<file path="src/rtl/pd_ndiv.sv">
module pd_ndiv #(
  parameter int N_STAGES = 3,
  localparam int CODE_W  = $clog2(N_STAGES + 1)
) (
  input  logic              clk,
  input  logic              rst_q,
  input  logic [CODE_W-1:0] n_code,
  output logic              fout
);

  logic [N_STAGES-1:0] tgl_q;
  logic [N_STAGES-1:0] tgl_d;
  logic [N_STAGES:0]   carry;
  logic                flip_en;
  logic                fout_q;
  logic                fout_d;

  assign carry[0] = 1'b1;

  // Chain of toggle stages: stage i flips when all lower stages are high
  for (genvar i = 0; i < N_STAGES; i++) begin : g_stage
    assign carry[i+1] = carry[i] & tgl_q[i];
    assign tgl_d[i]   = tgl_q[i] ^ carry[i];
  end

  always_comb begin
    flip_en = carry[n_code];
    fout_d  = fout_q ^ flip_en;
  end

  always_ff @(posedge clk or negedge rst_q) begin
    if (!rst_q) begin
      tgl_q  <= '0;
      fout_q <= 1'b0;
    end else begin
      tgl_q  <= tgl_d;
      fout_q <= fout_d;
    end
  end

  assign fout = fout_q;

  // ratio 1 flips the output on every edge
  a_r2_ratio1_flip: assert property (@(posedge clk) disable iff (!rst_q)
    (n_code == '0) |=> (fout != $past(fout)));

  // with ratio >= 2 a toggle is always followed by a hold
  a_r3_hold_after_flip: assert property (@(posedge clk) disable iff (!rst_q)
    (n_code != '0 && n_code == $past(n_code) && fout != $past(fout)) |=> $stable(fout));

endmodule

</file>
<file path="config.mk">
export PLATFORM = sky130hd
export DESIGN_NAME = pd_ndiv
export DESIGN_NICKNAME = d
export VERILOG_FILES = /design/src/rtl/pd_ndiv.sv
export SDC_FILE = /design/constraint.sdc
export NUM_CORES = 1
export LEC_CHECK = 0
export ABC_AREA = 1
export BUFFER_PORTS_ARGS = -buffer_cell sky130_fd_sc_hd__buf_4
export CAP_MARGIN = 20
export CORE_AREA = 2 2 39 41
export DETAILED_ROUTE_END_ITERATION = 12
export DIE_AREA = 0 0 41 43
export REMOVE_ABC_BUFFERS = 1
export SYNTH_ARGS = -nofsm -noshare
export SYNTH_HDL_FRONTEND = slang
export SYNTH_SLANG_ARGS = --single-unit
export TNS_END_PERCENT = 5
</file>
<file path="constraint.sdc">
create_clock -name clk -period 2.8 [get_ports clk]
set_input_delay 0.28 -clock clk [delete_from_list [all_inputs] [get_ports clk]]
set_output_delay 0.28 -clock clk [all_outputs]
set_load 0.02 [all_outputs]
</file>
==> qor.csv, run 1 <==
stage;metric;value;unit
status;status;finished, final reports clean;
synthesis;Syn Inst Count;22;
clock_network;clk slew on worst S/H paths;0.04;ns
timing;Post-Route Setup TNS;0;ns
flow_run;max cap viols;0;
placed_design;placed cell area;243;um^2
routing;post-route ant nets;0;
critical_path;critical path type;register to register;
pwr;Cell Int Power;120;uW
floorplanning;die width;41;um
synthesis;complex-gate fraction of the synthesized area;0;
clock_network;worst skew pair latency;0.23;ns
clock_network;cts repair resizes;0;
timing;final number of hold-violating endpoints;0;
timing;Final period util;0.416;
critical_path;Startpoint Class;register;
synthesis;main combinational cell family by area after synthesis;simple AND/OR/NAND/NOR gates;
pwr;Total Power;156;uW
grt;global-route wire length before repair;607;um
clock_network;CTS tree;done;
synthesis;sequential area share after synthesis;0.519;
timing;Max-slew headroom;0.929;
placed_design;hpwl dp;277;um
clock_network;CTS H-tree depth;1;
pwr;clock share of power;0.445;
synthesis;Cell Area, Synth;193;um^2
grt;largest net degree at the start of global routing;5;
critical_path;slowest stage delay, CP;0.38;ns
critical_path;crit end category;register;
routing;1st-iter DRT viols;0;
synthesis;Synth Area in Adders;0.130;
routing;DRC viols;0;
routing;via density per instance;3.72;
synthesis;post-synth top area share;0.519;
final_layout;Diodes inserted;0;
critical_path;R2R depth;6;
clock_network;Sink Count;4;
floorplanning;Die Height;43;um
pwr;maximum VDD drop;0.165;mV
final_layout;Final Cell Area;275;um^2
floorplanning;I/O pin count;5;
pwr;Sequential Power Share;0.411;
timing;Final Setup Violations;0;
critical_path;cells along the critical path;ha_1, ha_1, nand2_1, nand3_1, nand3_1, nand2_1;
grt;Tot GR Track Use;0.0584;
grt;vias in the first global route;163;
floorplanning;row cnt;14;
critical_path;crit path DAT;1.28;ns
timing;Period minus WS final;1.16;ns
pwr;Psw;36.0;uW
clock_network;Root Buffer;clkbuf_4;
routing;via count;171;
floorplanning;CORE AREA;1380;um^2
synthesis;Synth Area in XOR/XNOR;0;
timing;Worst Skew;0.00303;ns
pwr;leakage;0.000153;uW
synthesis;Synth cell types;7;
critical_path;Max FO, Critical Path;3;
pwr;Sw Ratio;0.231;
floorplanning;die area;1760;um^2
synthesis;#FFs+latches synth;4;
timing;Worst-Margin Slew;0.107;ns
synthesis;synth warn;0;
synthesis;mux cell area share after synthesis;0;
hold_path;HP Class;input pin to register;
placed_design;# port buffers;4;
critical_path;Worst Path Required;2.92;ns
floorplanning;Initial Util;0.139;
timing;Peak Freq;0.860;GHz
synthesis;simple-gate area share of the yosys netlist;0.253;
routing;WL/cell;7.24;um
synthesis;synth top area cells;dfrtp_1 (52%), ha_1 (13%), nand2_1 (12%);
routing;First-pass DRT Iterations;1;
pwr;Comb pwr share;0.143;
hold_path;hold depth;4;
critical_path;slowest cell on the critical path;dfrtp_1;
routing;final wirelength;333;um
timing;final slew viol count;0;
grt;initial antenna violation count;0;
synthesis;Mean Syn Cell Area;8.76;um^2
clock_network;CTS buffer count;3;
timing;RSZ-0062 raised after global routing;false;
final_layout;P&R area growth vs syn;42.9;%
clock_network;largest buffer count on any clock path;2;
placed_design;gp weighted congestion;0.658;
synthesis;cell taking the most area after synthesis;dfrtp_1;
pwr;PD cells;566;nW/um^2
final_layout;nets@finish;38;
final_layout;share of cells above drive strength 1;0.267;
grt;GRT overflow;0;
-- stage by stage --
stage	setup slack, ns	hold slack [ns]	instances	utilization
final	1.64	0.374	46	0.199
after global routing	1.53	0.381	46	0.199
after CTS	1.62	0.369	46	0.199
after detailed placement	1.63	0.0792	42	0.175
after global placement	1.65	0.0802	42	0.175
after floorplan	1.69	-0.0156	22	-
-- cells by family (layout without fill, tap and decap cells) --
logic type                 after synthesis  count (layout)
adders and majority gates                2               2
buffers and inverters                    5              13
DFF                                      4               4
and+or+nand+nor                         11              11
-- sequential cells by signal, indices dropped and copies added (netlist names) --
name and flops:
tgl_q 3, fout 1
-- routing by layer --
metal / wire (um) / vias up / global-route usage
li1: - / 89 / -
met1: 156 / 72 / 0.0649
met2: 122 / 7 / 0.0625
met3: 40 / 3 / 0.0471
met4: 13 / 0 / 0.0600
met5: 0 / - / 0
-- cells in the final DEF (no fill, tap or decap) --
master / instances
clkbuf_4: 3
inv_1: 4
dfrtp_1: 4
dlygate4sd3_1: 1
nand4_1: 1
nand3_1: 4
buf_4: 4
inv_2: 1
ha_1: 2
nand2_1: 6
-- worst paths after layout --
kind                            from        to  slack, ns
min                        n_code[1]      fout       0.37
max reg2reg                 tgl_q[0]      fout       1.64
min reg2reg                 tgl_q[0]  tgl_q[0]       0.47
min in group asynchronous      rst_q  tgl_q[2]       0.38
max in group asynchronous      rst_q  tgl_q[1]       2.32
max                         tgl_q[0]      fout       1.64
-- cells in the mapped netlist --
cell type and n:
nand2_1 6, dfrtp_1 4, inv_1 4, nand3_1 4, ha_1 2, inv_2 1, nand4_1 1
-- area by class of cell --
cell class                      count  area, um^2
Inverter                            5        18.8
Clock buffer                        3        22.5
Multi-Input combinational cell     13        73.8
Timing Repair Buffer                5        40.0
Tap cell                           16        20.0
Fill cell                         153        1110
Sequential cell                     4         100
-- power groups by stage --
| stage | combinational (uW) | clock [uW] | sequential [uW] |
|---|---|---|---|
| finish | 22.3 | 69.4 | 64.1 |
| global placement | 21.4 | 0 | 64.8 |
| detailed placement | 21.7 | 0 | 65.0 |
| global route | 24.8 | 77.2 | 64.8 |
| CTS | 22.8 | 73.9 | 64.2 |
| floorplan | 6.02 | 0 | 68.4 |
-- repair_timing --
item,CTS,global route
hold buffers,1,0
hold endpoints to repair,4,0
setup endpoints to repair,0,0
setup buffers,0,0
-- critical path: cells and delay by family, from the launching register on --
kind                     cells  cell delay [ns]
flip-flops                   1             0.38
adder cells (fa/ha/maj)      2             0.42
AND/OR/NAND/NOR              4             0.25
Note: power is estimated with default switching activity, not from simulation.
==> run 2: changes to the inputs <==
- clock period: 2.8 -> 1.1 ns (I/O delays scaled with it)
==> qor.csv, run 2 (synthesis gave the netlist of run 1 again) <==
stage;metric;value;unit
status;status;finished, final reports clean;
routing;final wirelength;400;um
placed_design;placed cell area;258;um^2
final_layout;share of cells above drive strength 1;0.500;
clock_network;Root Buffer;clkbuf_4;
critical_path;crit path DAT;1.21;ns
clock_network;CTS tree;done;
clock_network;CTS buffer count;3;
critical_path;Worst Path Required;1.21;ns
grt;largest net degree at the start of global routing;5;
timing;Max-slew headroom;0.910;
clock_network;worst skew pair latency;0.23;ns
final_layout;Diodes inserted;0;
grt;initial antenna violation count;0;
timing;RSZ-0062 raised after global routing;true;
timing;Post-Route Setup TNS;0;ns
routing;via count;182;
timing;Peak Freq;0.915;GHz
critical_path;CP startpoint;tgl_q[0];
routing;DRC viols;0;
pwr;maximum VDD drop;0.441;mV
critical_path;critical path type;register to register;
clock_network;largest buffer count on any clock path;2;
critical_path;slowest cell on the critical path;dfrtp_1;
routing;WL/cell;8.33;um
critical_path;R2R depth;6;
critical_path;slowest stage delay, CP;0.40;ns
critical_path;cells along the critical path;ha_4, ha_4, nand2_2, nand3_2, nand3_2, nand2_1;
routing;1st-iter DRT viols;2;
placed_design;gp weighted congestion;0.598;
timing;Worst-Margin Slew;0.135;ns
timing;Final Setup Violations;0;
critical_path;Startpoint Class;register;
floorplanning;Initial Util;0.139;
hold_path;HP Class;input pin to asynchronous set/reset pin;
final_layout;max reg flops;3;
timing;final slew viol count;0;
final_layout;P&R area growth vs syn;73.4;%
final_layout;most common cell after layout, fill and taps aside;buf_4;
final_layout;most frequent cells in the layout;buf_4 (5), inv_1 (4), nand2_1 (4), dfrtp_1 (4), clkbuf_4 (3);
routing;post-route ant nets;0;
timing;Period minus WS final;1.09;ns
placed_design;# port buffers;4;
clock_network;Setup Fix Bufs, Post-CTS;0;
critical_path;crit end category;register;
floorplanning;row cnt;14;
routing;via density per instance;3.79;
timing;Worst Skew;0.00106;ns
routing;First-pass DRT Iterations;4;
flow_run;max cap viols;0;
final_layout;Final Cell Area;334;um^2
critical_path;Reg2Reg Launch Point;tgl_q[0];
critical_path;FF-to-FF setup slack;0.007;ns
floorplanning;I/O pin count;5;
floorplanning;die area;1760;um^2
placed_design;Placed Cells;44;
final_layout;Reg with most FFs;tgl_q;
critical_path;Max FO, Critical Path;2;
pwr;leakage;0.000169;uW
grt;Tot GR Track Use;0.0585;
grt;vias in the first global route;175;
grt;global-route wire length before repair;607;um
floorplanning;Die Height;43;um
pwr;PD cells;1200;nW/um^2
timing;Final period util;0.993;
final_layout;nets@finish;40;
final_layout;Finished Layout Cells;48;
critical_path;reg2reg end;fout;
clock_network;CTS H-tree depth;1;
grt;GRT overflow;0;
timing;final number of hold-violating endpoints;0;
clock_network;Sink Count;4;
clock_network;clk slew on worst S/H paths;0.04;ns
placed_design;hpwl dp;247;um
final_layout;fillcell total;151;
floorplanning;CORE AREA;1380;um^2
floorplanning;die width;41;um
-- run 2: cell count changes in the layout (fill, tap and decap cells not counted) --
| cell | change |
|---|---|
| buf_4 | +1 |
| nand2_2 | +2 |
| nand2_1 | -2 |
| ha_4 | +2 |
| nand3_2 | +2 |
| buf_6 | +1 |
| ha_1 | -2 |
| nand3_1 | -2 |
-- run 2: critical path: cells and delay by family (launching register included) --
kind,cells,cell delay (ns)
adders and majority gates,2,0.35
DFF,1,0.40
and+or+nand+nor,4,0.23
-- run 2: worst max path at each step --
stage / endpoint / depth (start not counted) / slack [ns]
3_5_place_dp: fout / 6 / -0.04
6_report: fout / 6 / 0.007
4_1_cts: fout / 6 / 0.0003
5_1_grt: fout / 6 / -0.02
2_1_floorplan: fout / 6 / -0.009
3_3_place_gp: fout / 6 / -0.03
-- run 2: what timing repair did --
action,4_1_cts,5_1_grt
endpoints found under the setup margin,1,1
hold buffers,1,0
hold endpoints to repair,4,0
resized for setup,2,7
pin swaps,0,6
-- run 2: per-stage QoR --
step	hold slack (ns)	power, uW	setup WS (ns)	utilization
2_1_floorplan	-0.186	189	-0.00852	-
4_1_cts	0.196	411	0.000254	0.213
6_report	0.211	399	0.00732	0.241
3_3_place_gp	-0.0918	219	-0.0291	0.186
5_1_grt	0.209	433	-0.0245	0.241
3_5_place_dp	-0.0933	220	-0.0367	0.186
-- run 2: final cells by class --
cell class	instances	area, um^2	share of cell area
multi-input cells	13	114	0.341
flip-flops and latches	4	100	0.300
repair buffers	7	58.8	0.176
clock buffers	3	22.5	0.0674
well taps	16	20.0	0.0599
inverters	5	18.8	0.0562
-- run 2: metal layers --
metal | up-vias | track usage | routed length [um]
li1 | 91 | - | -
met1 | 83 | 0.0554 | 160
met2 | 8 | 0.0719 | 209
met3 | 0 | 0.0157 | 30
met4 | 0 | 0.100 | 0
met5 | - | 0 | 0
-- run 2: report_power, final --
part | total (uW) | leakage, uW | internal (uW) | switching [uW]
clock network | 175 | 0.0000138 | 122 | 53.7
logic | 62.0 | 0.000105 | 28.4 | 33.6
registers | 162 | 0.0000495 | 156 | 5.85
==> run 3: changes to the inputs <==
- ABC_AREA: 1 -> unset
==> qor.csv, run 3 <==
stage;metric;value;unit
pwr;Sequential Power Share;0.405;
routing;via density per instance;3.38;
synthesis;main combinational cell family by area after synthesis;adder cells;
synthesis;simple-gate area share of the yosys netlist;0.0758;
routing;via count;125;
critical_path;reg2reg end;fout;
critical_path;Reg2Reg Launch Point;tgl_q[0];
critical_path;critical path type;register to register;
synthesis;cell taking the most area after synthesis;dfrtp_1;
grt;largest net degree at the start of global routing;5;
floorplanning;Die Height;43;um
grt;vias in the first global route;144;
clock_network;Sink Count;4;
critical_path;crit path DAT;1.31;ns
synthesis;complex-gate fraction of the synthesized area;0.0303;
timing;Final period util;1.10;
placed_design;Placed Cells;33;
synthesis;Synth Area in Adders;0.152;
synthesis;Post-synth EDFFs;0;
final_layout;most frequent cells in the layout;buf_4 (6), dfrtp_1 (4), clkbuf_4 (3);
clock_network;clk slew on worst S/H paths;0.04;ns
synthesis;sequential area share after synthesis;0.606;
grt;initial antenna violation count;0;
clock_network;worst skew pair latency;0.23;ns
critical_path;crit end category;register;
pwr;Psw;110;uW
timing;Worst-Margin Slew;0.163;ns
floorplanning;Initial Util;0.119;
synthesis;#FFs+latches synth;4;
synthesis;Syn Inst Count;11;
synthesis;list of most frequent post-synthesis cells;dfrtp_1 (4), ha_1 (2);
final_layout;share of cells above drive strength 1;0.571;
final_layout;Finished Layout Cells;37;
flow_run;max cap viols;0;
critical_path;FF-to-FF setup slack;-0.11;ns
synthesis;Post-synth ARST share;1.00;
grt;global-route wire length before repair;621;um
critical_path;Startpoint Class;register;
timing;Final Setup Violations;1;
timing;final worst setup slack;-0.108;ns
floorplanning;I/O pin count;5;
placed_design;dpl ws;-0.144;ns
synthesis;Mean Syn Cell Area;15.0;um^2
clock_network;CTS H-tree depth;1;
routing;post-route ant nets;0;
final_layout;Reg with most FFs;tgl_q;
pwr;Sw Ratio;0.248;
timing;final slew viol count;0;
routing;WL/cell;10.3;um
pwr;clock share of power;0.394;
final_layout;Diodes inserted;0;
floorplanning;die area;1760;um^2
final_layout;P&R area growth vs syn;62.1;%
critical_path;slowest cell on the critical path;dfrtp_1;
critical_path;Most common cell on crit path;ha_2;
critical_path;Max FO, Critical Path;2;
pwr;maximum VDD drop;0.230;mV
grt;GRT overflow;0;
floorplanning;die width;41;um
timing;Max-slew headroom;0.892;
pwr;PD cells;1660;nW/um^2
synthesis;Synth cell types;7;
clock_network;CTS buffer count;3;
timing;Period minus WS final;1.21;ns
placed_design;hpwl dp;302;um
clock_network;Root Buffer;clkbuf_4;
synthesis;mux cell area share after synthesis;0.0606;
pwr;Comb pwr share;0.201;
critical_path;R2R depth;5;
pwr;leakage;0.000137;uW
placed_design;gp weighted congestion;0.446;
floorplanning;row cnt;14;
critical_path;Bufs and invs on worst path;0;
status;status;finished, violations left;
critical_path;cells along the critical path;ha_2, ha_2, mux2i_1, a21oi_1, xor2_1;
synthesis;Synth Area in XOR/XNOR;0.0530;
critical_path;Worst Path Required;1.21;ns
timing;RSZ-0062 raised after global routing;true;
pwr;Cell Int Power;334;uW
hold_path;HP Class;input pin to asynchronous set/reset pin;
final_layout;max reg flops;3;
final_layout;most common cell after layout, fill and taps aside;buf_4;
timing;final number of hold-violating endpoints;0;
critical_path;slowest stage delay, CP;0.38;ns
final_layout;nets@finish;29;
floorplanning;CORE AREA;1380;um^2
grt;Tot GR Track Use;0.0673;
clock_network;largest buffer count on any clock path;2;
status;failing checks;negative setup slack;
synthesis;Cell Area, Synth;165;um^2
synthesis;synth top area cells;dfrtp_1 (61%), ha_1 (15%), nor3b_2 (7.6%);
synthesis;Main synth FF type;dfrtp_1;
final_layout;fillcell total;151;
synthesis;most common cell in the netlist;dfrtp_1;
timing;Worst Skew;0.00234;ns
placed_design;# port buffers;4;
critical_path;critical path's top delay family;flip-flops;
synthesis;post-synth top area share;0.606;
routing;1st-iter DRT viols;2;
clock_network;Setup Fix Bufs, Post-CTS;0;
routing;final wirelength;381;um
routing;First-pass DRT Iterations;2;
routing;DRC viols;0;
pwr;Total Power;444;uW
timing;Peak Freq;0.828;GHz
clock_network;CTS tree;done;
synthesis;synth warn;0;
==> run 3: kinds of logic (layout without fill, tap and decap cells) <==
family,Yosys count,count (layout)
xor gates and xnor gates,1,1
adders and majority gates,2,2
and+or+nand+nor,1,1
AOI/OAI and AO/OA,1,1
muxes,1,1
buffers and inverters,1,11
DFF,4,4
==> run 3: cell type report <==
| cell class | count | area, um^2 | area share |
|---|---|---|---|
| clock buffers | 3 | 22.5 | 0.0841 |
| flip-flops and latches | 4 | 100 | 0.374 |
| well taps | 16 | 20.0 | 0.0748 |
| inverters | 1 | 3.75 | 0.0140 |
| multi-input cells | 6 | 66.3 | 0.248 |
| repair buffers | 7 | 55.1 | 0.206 |
==> run 3: routing by layer <==
metal  GRT usage  part of all wire  up-vias
li1            -                 -       58
met4      0.0800             0.016        0
met1      0.0452              0.34       60
met3      0.0628              0.10        2
met2      0.0906              0.55        5
met5           0                 0        -
==> run 3: through the flow <==
| stage | cell area [um^2] | utilization | hold slack, ns | setup TNS [ns] |
|---|---|---|---|---|
| after floorplan | 165 | - | -0.186 | -0.104 |
| after global placement | 230 | 0.166 | -0.0977 | -0.0900 |
| after detailed placement | 230 | 0.166 | -0.0916 | -0.144 |
| after CTS | 268 | 0.193 | 0.210 | -0.129 |
| after global routing | 268 | 0.193 | 0.227 | -0.175 |
| final | 268 | 0.193 | 0.222 | -0.108 |
==> run 3: worst max-delay path by stage <==
stage                         from  endpoint  slack, ns  cells past startpoint
after floorplan           tgl_q[0]      fout      -0.10                      5
after global placement    tgl_q[0]      fout      -0.09                      5
after detailed placement  tgl_q[0]      fout      -0.14                      5
after CTS                 tgl_q[0]      fout      -0.13                      5
after global routing      tgl_q[0]      fout      -0.17                      5
final                     tgl_q[0]      fout      -0.11                      5
==> run 3: power by group through the flow <==
| stage | Clock (uW) | Combinational [uW] | Sequential (uW) |
|---|---|---|---|
| after floorplan | 0 | 17.6 | 205 |
| after CTS | 189 | 89.7 | 180 |
| after global routing | 198 | 98.0 | 181 |
| after detailed placement | 0 | 86.1 | 182 |
| final | 175 | 89.2 | 180 |
| after global placement | 0 | 84.7 | 181 |
==> run 3: repair_timing <==
item,in CTS,in global routing
gates resized for setup,2,0
pin swaps,2,2
setup endpoints to repair,1,1
hold endpoints to repair,4,0
hold buffers,1,0
cloned,0,0
==> run 3: worst reg2reg max path, stage by stage (launching register included) <==
cell     delay (ns)
dfrtp_1        0.38
ha_2           0.19
ha_2           0.16
mux2i_1        0.12
a21oi_1        0.09
xor2_1         0.14
